`src/rtl/mmap_pkg.sv`:
```
package mmap_pkg;
  typedef enum logic [2:0] {
    S_IDLE, S_SCAN, S_MAP_NEXT, S_MAP_REQ, S_VAC_NEXT, S_VAC_REQ, S_DONE, S_ERR
  } seq_state_e;

  typedef enum logic [1:0] {G_IDLE, G_PRE, G_WR, G_POST} gate_state_e;

  localparam int unsigned NUM_MODULES = 4;
endpackage

```
`src/rtl/mmap_cfg_decode.sv`:
```
module mmap_cfg_decode #(
  parameter int unsigned CFG_W      = 16,
  parameter int unsigned PG_W       = 16,
  parameter int unsigned BASE_PAGES = 256
) (
  input  logic [CFG_W-1:0]                  cfg_i,
  output logic [mmap_pkg::NUM_MODULES-1:0]  present_o,
  output logic [PG_W-1:0]                   ppm_o
);
  logic [CFG_W-1:0] mask;
  logic [1:0]       size_code;

  always_comb begin
    mask      = ~cfg_i;
    present_o = mask[7:4];
    size_code = mask[3:2];
    ppm_o     = PG_W'(BASE_PAGES) << {size_code, 1'b0};
  end
endmodule

```
`src/rtl/mmap_write_gate.sv`:
```
module mmap_write_gate (
  input  logic clk_i,
  input  logic rst_ni,
  input  logic req_i,
  input  logic busy_i,
  output logic we_o,
  output logic ack_o
);
  import mmap_pkg::*;

  gate_state_e st;

  // wait for buffer idle before the write and again after it
  always_ff @(posedge clk_i or negedge rst_ni) begin
    if (!rst_ni) st <= G_IDLE;
    else begin
      unique case (st)
        G_IDLE:  if (req_i)   st <= G_PRE;
        G_PRE:   if (!busy_i) st <= G_WR;
        G_WR:                 st <= G_POST;
        G_POST:  if (!busy_i) st <= G_IDLE;
        default:              st <= G_IDLE;
      endcase
    end
  end

  assign we_o  = (st == G_WR);
  assign ack_o = (st == G_POST) && !busy_i;


  we_after_idle_chk: assert property (@(posedge clk_i) disable iff (!rst_ni)
    we_o |-> $past(!busy_i));

  we_single_chk: assert property (@(posedge clk_i) disable iff (!rst_ni)
    we_o |=> !we_o);
endmodule

```
`src/rtl/mmap_preset.sv`:
```
module mmap_preset #(
  parameter int unsigned CFG_W      = 16,
  parameter int unsigned PG_W       = 16,
  parameter int unsigned ADDR_W     = 16,
  parameter int unsigned PAGE_BITS  = 10,
  parameter int unsigned BASE_PAGES = 256,
  parameter int unsigned MAP_PAGES  = 16384
) (
  input  logic              clk_i,
  input  logic              rst_ni,
  input  logic              start_i,
  input  logic [CFG_W-1:0]  cfg_i,
  input  logic              map_busy_i,
  output logic              map_we_o,
  output logic [ADDR_W-1:0] map_va_lo_o,
  output logic [ADDR_W-1:0] map_va_hi_o,
  output logic [PG_W-1:0]   map_rpage_o,
  output logic              map_wp_o,
  output logic              map_dirty_o,
  output logic              done_o,
  output logic              err_o
);
  import mmap_pkg::*;

  localparam int unsigned VA_W = 2 * ADDR_W;
  localparam logic [PG_W-1:0] LAST_VP = PG_W'(MAP_PAGES - 1);

  seq_state_e                state;
  logic [NUM_MODULES-1:0]    present, mod_left;
  logic [PG_W-1:0]           ppm_dec, ppm, vpage, rpage, cnt;
  logic                      vacant, req, ack, vp_last;
  logic [VA_W-1:0]           va;

  mmap_cfg_decode #(.CFG_W(CFG_W), .PG_W(PG_W), .BASE_PAGES(BASE_PAGES)) i_dec (
    .cfg_i(cfg_i), .present_o(present), .ppm_o(ppm_dec)
  );

  mmap_write_gate i_gate (
    .clk_i(clk_i), .rst_ni(rst_ni), .req_i(req), .busy_i(map_busy_i),
    .we_o(map_we_o), .ack_o(ack)
  );

  assign vp_last = (vpage == LAST_VP);
  assign req     = (state == S_MAP_REQ) || (state == S_VAC_REQ);

  always_ff @(posedge clk_i or negedge rst_ni) begin
    if (!rst_ni) begin
      state    <= S_IDLE;
      mod_left <= '0;
      ppm      <= '0;
      vpage    <= '1;
      rpage    <= '1;
      cnt      <= '0;
      vacant   <= 1'b0;
    end else begin
      unique case (state)
        S_IDLE: if (start_i) begin
          if (present == '0) state <= S_ERR;
          else begin
            mod_left <= present;
            ppm      <= ppm_dec;
            vpage    <= '1;      // counters pre-increment from -1
            rpage    <= '1;
            vacant   <= 1'b0;
            state    <= S_SCAN;
          end
        end
        S_SCAN: begin
          if (mod_left == '0) state <= S_VAC_NEXT;
          else begin
            if (mod_left[NUM_MODULES-1]) begin
              cnt   <= ppm;
              state <= S_MAP_NEXT;
            end else rpage <= rpage + ppm;  // hole in real memory
            mod_left <= mod_left << 1;
          end
        end
        S_MAP_NEXT: begin
          if (vp_last)         state <= S_DONE;
          else if (cnt == '0)  state <= S_SCAN;
          else begin
            vpage <= vpage + 1'b1;
            rpage <= rpage + 1'b1;
            cnt   <= cnt - 1'b1;
            state <= S_MAP_REQ;
          end
        end
        S_MAP_REQ: if (ack) state <= S_MAP_NEXT;
        S_VAC_NEXT: begin
          if (vp_last) state <= S_DONE;
          else begin
            vpage  <= vpage + 1'b1;
            vacant <= 1'b1;
            state  <= S_VAC_REQ;
          end
        end
        S_VAC_REQ: if (ack) state <= S_VAC_NEXT;
        S_DONE:    state <= S_IDLE;
        S_ERR:     state <= S_ERR;
        default:   state <= S_IDLE;
      endcase
    end
  end

  assign va          = VA_W'(vpage) << PAGE_BITS;
  assign map_va_lo_o = va[ADDR_W-1:0];
  assign map_va_hi_o = va[VA_W-1:ADDR_W];
  assign map_rpage_o = vacant ? '1 : rpage;
  assign map_wp_o    = vacant;
  assign map_dirty_o = vacant;
  assign done_o      = (state == S_DONE);
  assign err_o       = (state == S_ERR);


  vpage_in_map_chk: assert property (@(posedge clk_i) disable iff (!rst_ni)
    map_we_o |-> (vpage <= LAST_VP));

  req_hold_chk: assert property (@(posedge clk_i) disable iff (!rst_ni)
    (req && !ack) |=> (req && $stable(vpage) && $stable(map_rpage_o)));

  done_pulse_chk: assert property (@(posedge clk_i) disable iff (!rst_ni)
    done_o |=> (!done_o && !map_we_o));

  err_entry_chk: assert property (@(posedge clk_i) disable iff (!rst_ni)
    (state == S_IDLE && start_i && present == '0) |=> err_o);

  err_sticky_chk: assert property (@(posedge clk_i) disable iff (!rst_ni)
    err_o |=> (err_o && !map_we_o && !done_o));
endmodule

```
`config.mk`:
```
export PLATFORM = sky130hd
export DESIGN_NAME = mmap_preset
export DESIGN_NICKNAME = d
export VERILOG_FILES = /design/src/rtl/mmap_pkg.sv /design/src/rtl/mmap_cfg_decode.sv /design/src/rtl/mmap_write_gate.sv /design/src/rtl/mmap_preset.sv
export SDC_FILE = /design/constraint.sdc
export NUM_CORES = 1
export LEC_CHECK = 0
export CAP_MARGIN = 20
export CELL_PAD_IN_SITES_DETAIL_PLACEMENT = 1
export CELL_PAD_IN_SITES_GLOBAL_PLACEMENT = 1
export CORE_MARGIN = 10
export CORE_UTILIZATION = 30
export CTS_CLUSTER_DIAMETER = 200
export DETAILED_ROUTE_END_ITERATION = 7
export GPL_TIMING_DRIVEN = 0
export PLACE_DENSITY = 0.75
export SETUP_SLACK_MARGIN = 0.1
export SLEW_MARGIN = 10
export SYNTH_ARGS = -nofsm -noshare
export SYNTH_HDL_FRONTEND = slang
export SYNTH_HIERARCHICAL = 1
export SYNTH_SLANG_ARGS = --single-unit
```
`constraint.sdc`:
```
create_clock -name clk_i -period 3.3 [get_ports clk_i]
set_input_delay 0.66 -clock clk_i [delete_from_list [all_inputs] [get_ports clk_i]]
set_output_delay 0.66 -clock clk_i [all_outputs]
set_load 0.1 [all_outputs]
```
==> results of run 1 <==
-- sequential cells by signal (all words and copies together) (netlist names) --
name	count
state	3
rpage	16
cnt	16
i_gate/st	2
vpage	16
map_dirty_o	1
ppm	16
mod_left	4
-- stage by stage --
| step | hold WS [ps] | power (mW) | utilization [%] |
|---|---|---|---|
| global placement | 482 | 2.92 | 36.1 |
| floorplan | 364 | 2.59 | - |
| CTS | 224 | 3.94 | 38.3 |
| global route | 244 | 4.12 | 39.1 |
| finish | 215 | 3.93 | 39.1 |
| detailed placement | 488 | 2.99 | 36.3 |
-- final timing paths --
| kind | start | endpoint | slack (ps) | cells after the start |
|---|---|---|---|---|
| hold / removal | rst_ni | ppm[8] | 220 | 1 |
| setup reg to reg | state[1] | rpage[12] | 200 | 14 |
| max in group asynchronous | rst_ni | rpage[0] | 2450 | 2 |
| min in group clk_i | ppm[5] | ppm[5] | 500 | 1 |
| setup / recovery | state[1] | rpage[12] | 200 | 14 |
| hold reg to reg | ppm[5] | ppm[5] | 500 | 1 |
-- cell usage in the layout (no fill, tap or decap), types with 13 or more instances in the layout --
master / synthesis / layout
nand2_1: 34 / 34
nor3_1: 14 / 13
clkbuf_1: 16 / 18
conb_1: 2 / 28
or2_2: 18 / 18
a21oi_1: 40 / 37
nor2_1: 65 / 64
buf_4: 30 / 37
a31oi_1: 18 / 18
and2_1: 15 / 14
dfstp_2: 32 / 32
inv_1: 14 / 14
o21ai_0: 38 / 35
mux2_2: 16 / 16
ha_1: 22 / 15
dfrtp_1: 42 / 42
clkdlybuf4s50_1: 0 / 35
xnor2_1: 15 / 15
-- cell usage after synthesis, types with 8 or more instances --
| master | count | area (um^2) |
|---|---|---|
| a21oi_1 | 40 | 200 |
| a31oi_1 | 18 | 113 |
| and2_1 | 15 | 93.8 |
| buf_4 | 30 | 225 |
| clkbuf_1 | 16 | 60.1 |
| dfrtp_1 | 42 | 1050 |
| dfstp_2 | 32 | 841 |
| ha_1 | 22 | 275 |
| inv_1 | 14 | 52.6 |
| mux2_2 | 16 | 180 |
| nand2_1 | 34 | 128 |
| nand3_1 | 11 | 55.1 |
| nor2_1 | 65 | 244 |
| nor2b_1 | 8 | 50.1 |
| nor3_1 | 14 | 70.1 |
| nor4_1 | 8 | 50.1 |
| o21ai_0 | 38 | 190 |
| or2_2 | 18 | 113 |
| xnor2_1 | 15 | 131 |
| xor2_1 | 10 | 87.6 |
-- worst max-delay path, cell delays in order, from the launching register on --
cell and delay (ps):
dfrtp_1 340, buf_6 110, or3b_4 380, buf_8 150, buf_6 130, and2_4 160, fa_2 430, a21oi_4 200
nor2_4 70, o311ai_4 340, buf_4 180, a21o_1 120, nand2_1 80, xnor2_1 150, a31oi_1 170
-- routing by layer --
metal  part of all wire, %  GRT usage (%)  up-vias
li1                      -              -     2104
met1                    42           15.2     2186
met2                    50           23.4       74
met3                   5.3           3.00       21
met4                   1.9           4.96        0
met5                     0              0        -
-- power breakdown --
group          total [mW]  leakage, nW  switching, mW  internal [mW]
Sequential           1.28        0.871          0.171           1.11
Clock               0.938        0.131          0.385          0.553
Combinational        1.71         1.69           1.24          0.473
-- kinds of logic (layout without fill, tap and decap cells) --
family          count (synthesis)  count (layout)
compound gates                140             140
fa+ha+maj                      23              23
flops                          74              74
other cells                     2              28
xor+xnor                       25              25
mux                            21              21
simple gates                  206             206
buf+inv                        68             138
-- what timing repair did --
item,CTS,global route
setup endpoints to repair,16,12
resized for setup,33,22
pin swaps,4,8
buffers inserted,1,5
-- cell type report --
class                   instances  area share [%]
flip-flops and latches         74            30.1
plain buffers                  53            5.72
multi-input cells             443            46.2
repair buffers                 54            8.41
clock buffers                  16            4.32
inverters                      15           0.897
well taps                     216            4.30
==> results.toml, run 1 <==
[grt]
overflow = 0
grtUsageTotal_pct = 13.2
grt_pass1_vias = 4697
grt_start_max_net_pins = 54
antenna_found_initial = 0
grt_pass1_wl_mm = 24.0

[logic_synthesis]
synthXorXnorAreaFrac_pct = 4.42
synth_edf_count = 0
syn-instance-count = 559
syn_area_per_cell_um2 = 8.86
synth_top_family_by_area = "simple AND/OR/NAND/NOR gates"
synthArstFlopShare_pct = 100
synth-seq-cells = 74
synth-simple-area-share_pct = 21.4
ys_seq_area_share_pct = 38.2
syn_area_mm2 = 0.00495
yosys.area_share.adder_pct = 5.96
synthFlopType = "dfrtp_1"
synth_compound_area_share_pct = 17.5
ys_warn_count = 6
synthMuxAreaShare_pct = 4.68
yosysUniqueCellTypes = 66

[die]
die_width_um = 148
initial_core_util_pct = 30.8
die-area_mm2 = 0.0220
fp.coreArea_mm2 = 0.0161
rows = 46
pin_count = 73
die_y_um = 148

[routing]
num_vias = 4385
drt-pass1-iter-count = 4
detail_route.wirelength_mm = 14.9
viasPerCell = 5.03
drtAntennaViolNets = 0
wl_per_cell_um = 17.1
post-route-drc-count = 0
drtIter0Drc = 110

[clock_tree]
cts_buffers = 9
htreeDepth = 3
cts.clk_slew.worst_paths_ps = 60
clock_path_buffers = 2
clkLatencyLatePin_ps = 340
clock-root-buffer = "clkbuf_16"
cts_tree = "done"
cts.sinks = 74
hold_buffers = 0

[power]
power_density_mw_per_mm2 = 626
irDropWorstVdd_v = 0.000375
p_leak_nw = 2.69

[cells_and_area]
final_cells = 871
syn2layout_area_growth_pct = 26.8
drive_gt1_share_pct = 24.7
multi_input_area_mm2 = 0.00290
diodes = 0
fill_cells = 1825
fin_nets = 693
seq_area_mm2 = 0.00189
fin_area_mm2 = 0.00628

[job]
drv_cap = 0

[sta]
min_period_ps = 3100
worst_pin_slew_ps = 989
setup_violations = 0
fmax_mhz = 323
slew_headroom_pct = 33.9
finalHoldViolCount = 0
clock_skew_ps = 9.15
rsz0062_at_grt = "no"
timing.final.crit_share_pct = 93.9
setup_tns_ps = 0
report.final.slew_viol_count = 0
finalWorstSetupSlack_ps = 201

[hold_path]
min_path_type = "in -> async"

[placed_design]
post-dp-hpwl_mm = 11.0
numPortBuffers = 46
place_area_mm2 = 0.00582
pre_cts_ws_ps = -427
place_congestion = 0.843
dp.cells = 848

[critical_path]
cp-end-kind = "register"
crit_path_start_kind = "register"
critical_path_class = "reg -> reg"
crit_required_ps = 3560
worstPathArrival_ps = 3360
cp_max_fo = 10

[outcome]
status = "completed"
(Power assumes the default switching activity.)
==> run 2: changes to the inputs <==
SETUP_SLACK_MARGIN = 0.02   (was 0.1)
==> run 2 against run 1 <==
Against the previous run:
- design area shrank 0.86%
- critical path depth shrank 2
- first-iteration DRC count grew 94%
- via count grew 0.55%
- hold slack lost 1.6 ps
- flip-flop and latch count is the same
- sequential share of layout area grew 0.26 points
- combinational power is essentially flat
- final cell count shrank 0.46%
- worst setup slack lost 97 ps
- largest cell class unchanged
==> results.toml, run 2 (synthesis results as in run 1) <==
[outcome]
status = "completed"

[critical_path]
cp-end-kind = "register"
path_buf_inv = 2
crit_path_end = "rpage[14]"
crit_path_start_kind = "register"
crit_required_ps = 3590
worst-path-stages = 12
worstPathArrival_ps = 3490
cp_top_family = "simple AND/OR/NAND/NOR gates"
rr_startpoint = "state[1]"
crit_path_cell_trace = "clkbuf_4 > or3b_4 > buf_4 > and2_2 > fa_2 > a21oi_4 > nor2_1 > o311ai_4 > nand3_1 > a221oi_2 > xnor2_1 > o22a_1"
slowest_stage = "or3b_4"
rrSetupSlack_ps = 100
rr_endpoint = "rpage[14]"
r2r_cells = 12
critical_path_class = "reg -> reg"
critPathLaunch = "state[1]"
cp_max_fo = 10
crit_path_max_incr_delay_ps = 460

[hold_path]
min_path_type = "in -> async"

[routing]
wl_per_cell_um = 17.0
drtAntennaViolNets = 0
post-route-drc-count = 0
num_vias = 4409
detail_route.wirelength_mm = 14.7
drt-pass1-iter-count = 4
viasPerCell = 5.09
drtIter0Drc = 213

[cells_and_area]
fin_area_mm2 = 0.00622
drive_gt1_share_pct = 22.9
final_common_cell = "nor2_1"
syn2layout_area_growth_pct = 25.7
diodes = 0
final_cell_mix = "65 x nor2_1, 42 x dfrtp_1, 39 x a21oi_1"
fin_nets = 689

[placed_design]
place_area_mm2 = 0.00581
place_congestion = 0.896
post-dp-hpwl_mm = 11.2
numPortBuffers = 46

[clock_tree]
cts_tree = "done"
cts_buffers = 9
htreeDepth = 3
clock_path_buffers = 2
cts.sinks = 74
cts.clk_slew.worst_paths_ps = 60
clkLatencyLatePin_ps = 340
clock-root-buffer = "clkbuf_16"
hold_buffers = 0

[sta]
slew_headroom_pct = 33.7
worst_pin_slew_ps = 992
report.final.slew_viol_count = 0
timing.final.crit_share_pct = 96.9
min_period_ps = 3200
clock_skew_ps = 6.91
setup_tns_ps = 0
whs_ps = 214
rsz0062_at_grt = "yes"
setup_violations = 0
finalHoldViolCount = 0
fmax_mhz = 313

[grt]
antenna_found_initial = 0
grt_pass1_vias = 4756
overflow = 0
grtUsageTotal_pct = 13.3
grt_start_max_net_pins = 55
grt_pass1_wl_mm = 23.9

[power]
irDropWorstVdd_v = 0.000457
p_leak_nw = 2.68
power_density_mw_per_mm2 = 659
totalPowerFinal_mw = 4.10

[job]
drv_cap = 0

[die]
rows = 46
die_y_um = 148
die-area_mm2 = 0.0220
initial_core_util_pct = 30.8
die_width_um = 148
pin_count = 73
fp.coreArea_mm2 = 0.0161
[run 2: changes by cell type in the layout (fill, tap and decap cells not counted), sizes merged]
cell and delta:
buf -6, bufinv +3, clkdlybuf4s15 -2, clkbuf -1, clkinv +1, clkinvlp +1
[run 2: layout make-up]
| type | count | area [um^2] |
|---|---|---|
| buffer | 52 | 333 |
| clock buffer | 11 | 233 |
| clock inverter | 5 | 103 |
| fill | 1888 | 9830 |
| inverter | 15 | 56.3 |
| multi-input combinational | 443 | 2840 |
| sequential | 74 | 1890 |
| tap | 216 | 270 |
| timing repair buffer | 51 | 495 |
[run 2: how the worst min path moves through the flow]
stage,to,cells past startpoint
finish,state[0],1
global route,mod_left[1],1
CTS,state[0],1
detailed placement,ppm[3],1
global placement,ppm[9],1
floorplan,cnt[0],0
[run 2: where the power goes]
group	switching (mW)	total (mW)	leakage (nW)	internal (mW)
clock network	0.393	1.13	0.160	0.738
logic	1.22	1.69	1.65	0.466
registers	0.167	1.28	0.871	1.11
total	1.78	4.10	2.68	2.32
[run 2: layer usage]
layer / vias up / track usage, % / wire length (um)
li1: 2098 / - / -
met1: 2223 / 14.9 / 6250
met2: 73 / 23.7 / 7530
met3: 15 / 3.94 / 718
met4: 0 / 3.96 / 226
met5: - / 0 / 0
[run 2: worst register-to-register path, stage by stage, from the launching register on]
cell and delay, ps:
dfrtp_1 320, clkbuf_4 170, or3b_4 460, buf_4 200
and2_2 230, fa_2 400, a21oi_4 150, nor2_1 120
o311ai_4 370, nand3_1 140, a221oi_2 270, xnor2_1 150
o22a_1 160
[run 2: timing repair]
item / in CTS / in global routing
endpoints found under the setup margin: 19 / 6
buffers inserted: 0 / 4
resized for setup: 19 / 16
pin swaps: 1 / 2
[run 2: stage by stage]
step                cells  setup slack (ps)  utilization [%]
finish                867               103             38.8
global route          867             -47.2             38.8
CTS                   863             -17.0             38.4
detailed placement    848              -830             36.2
global placement      847             -1150             36.0
floorplan             585              44.4                -
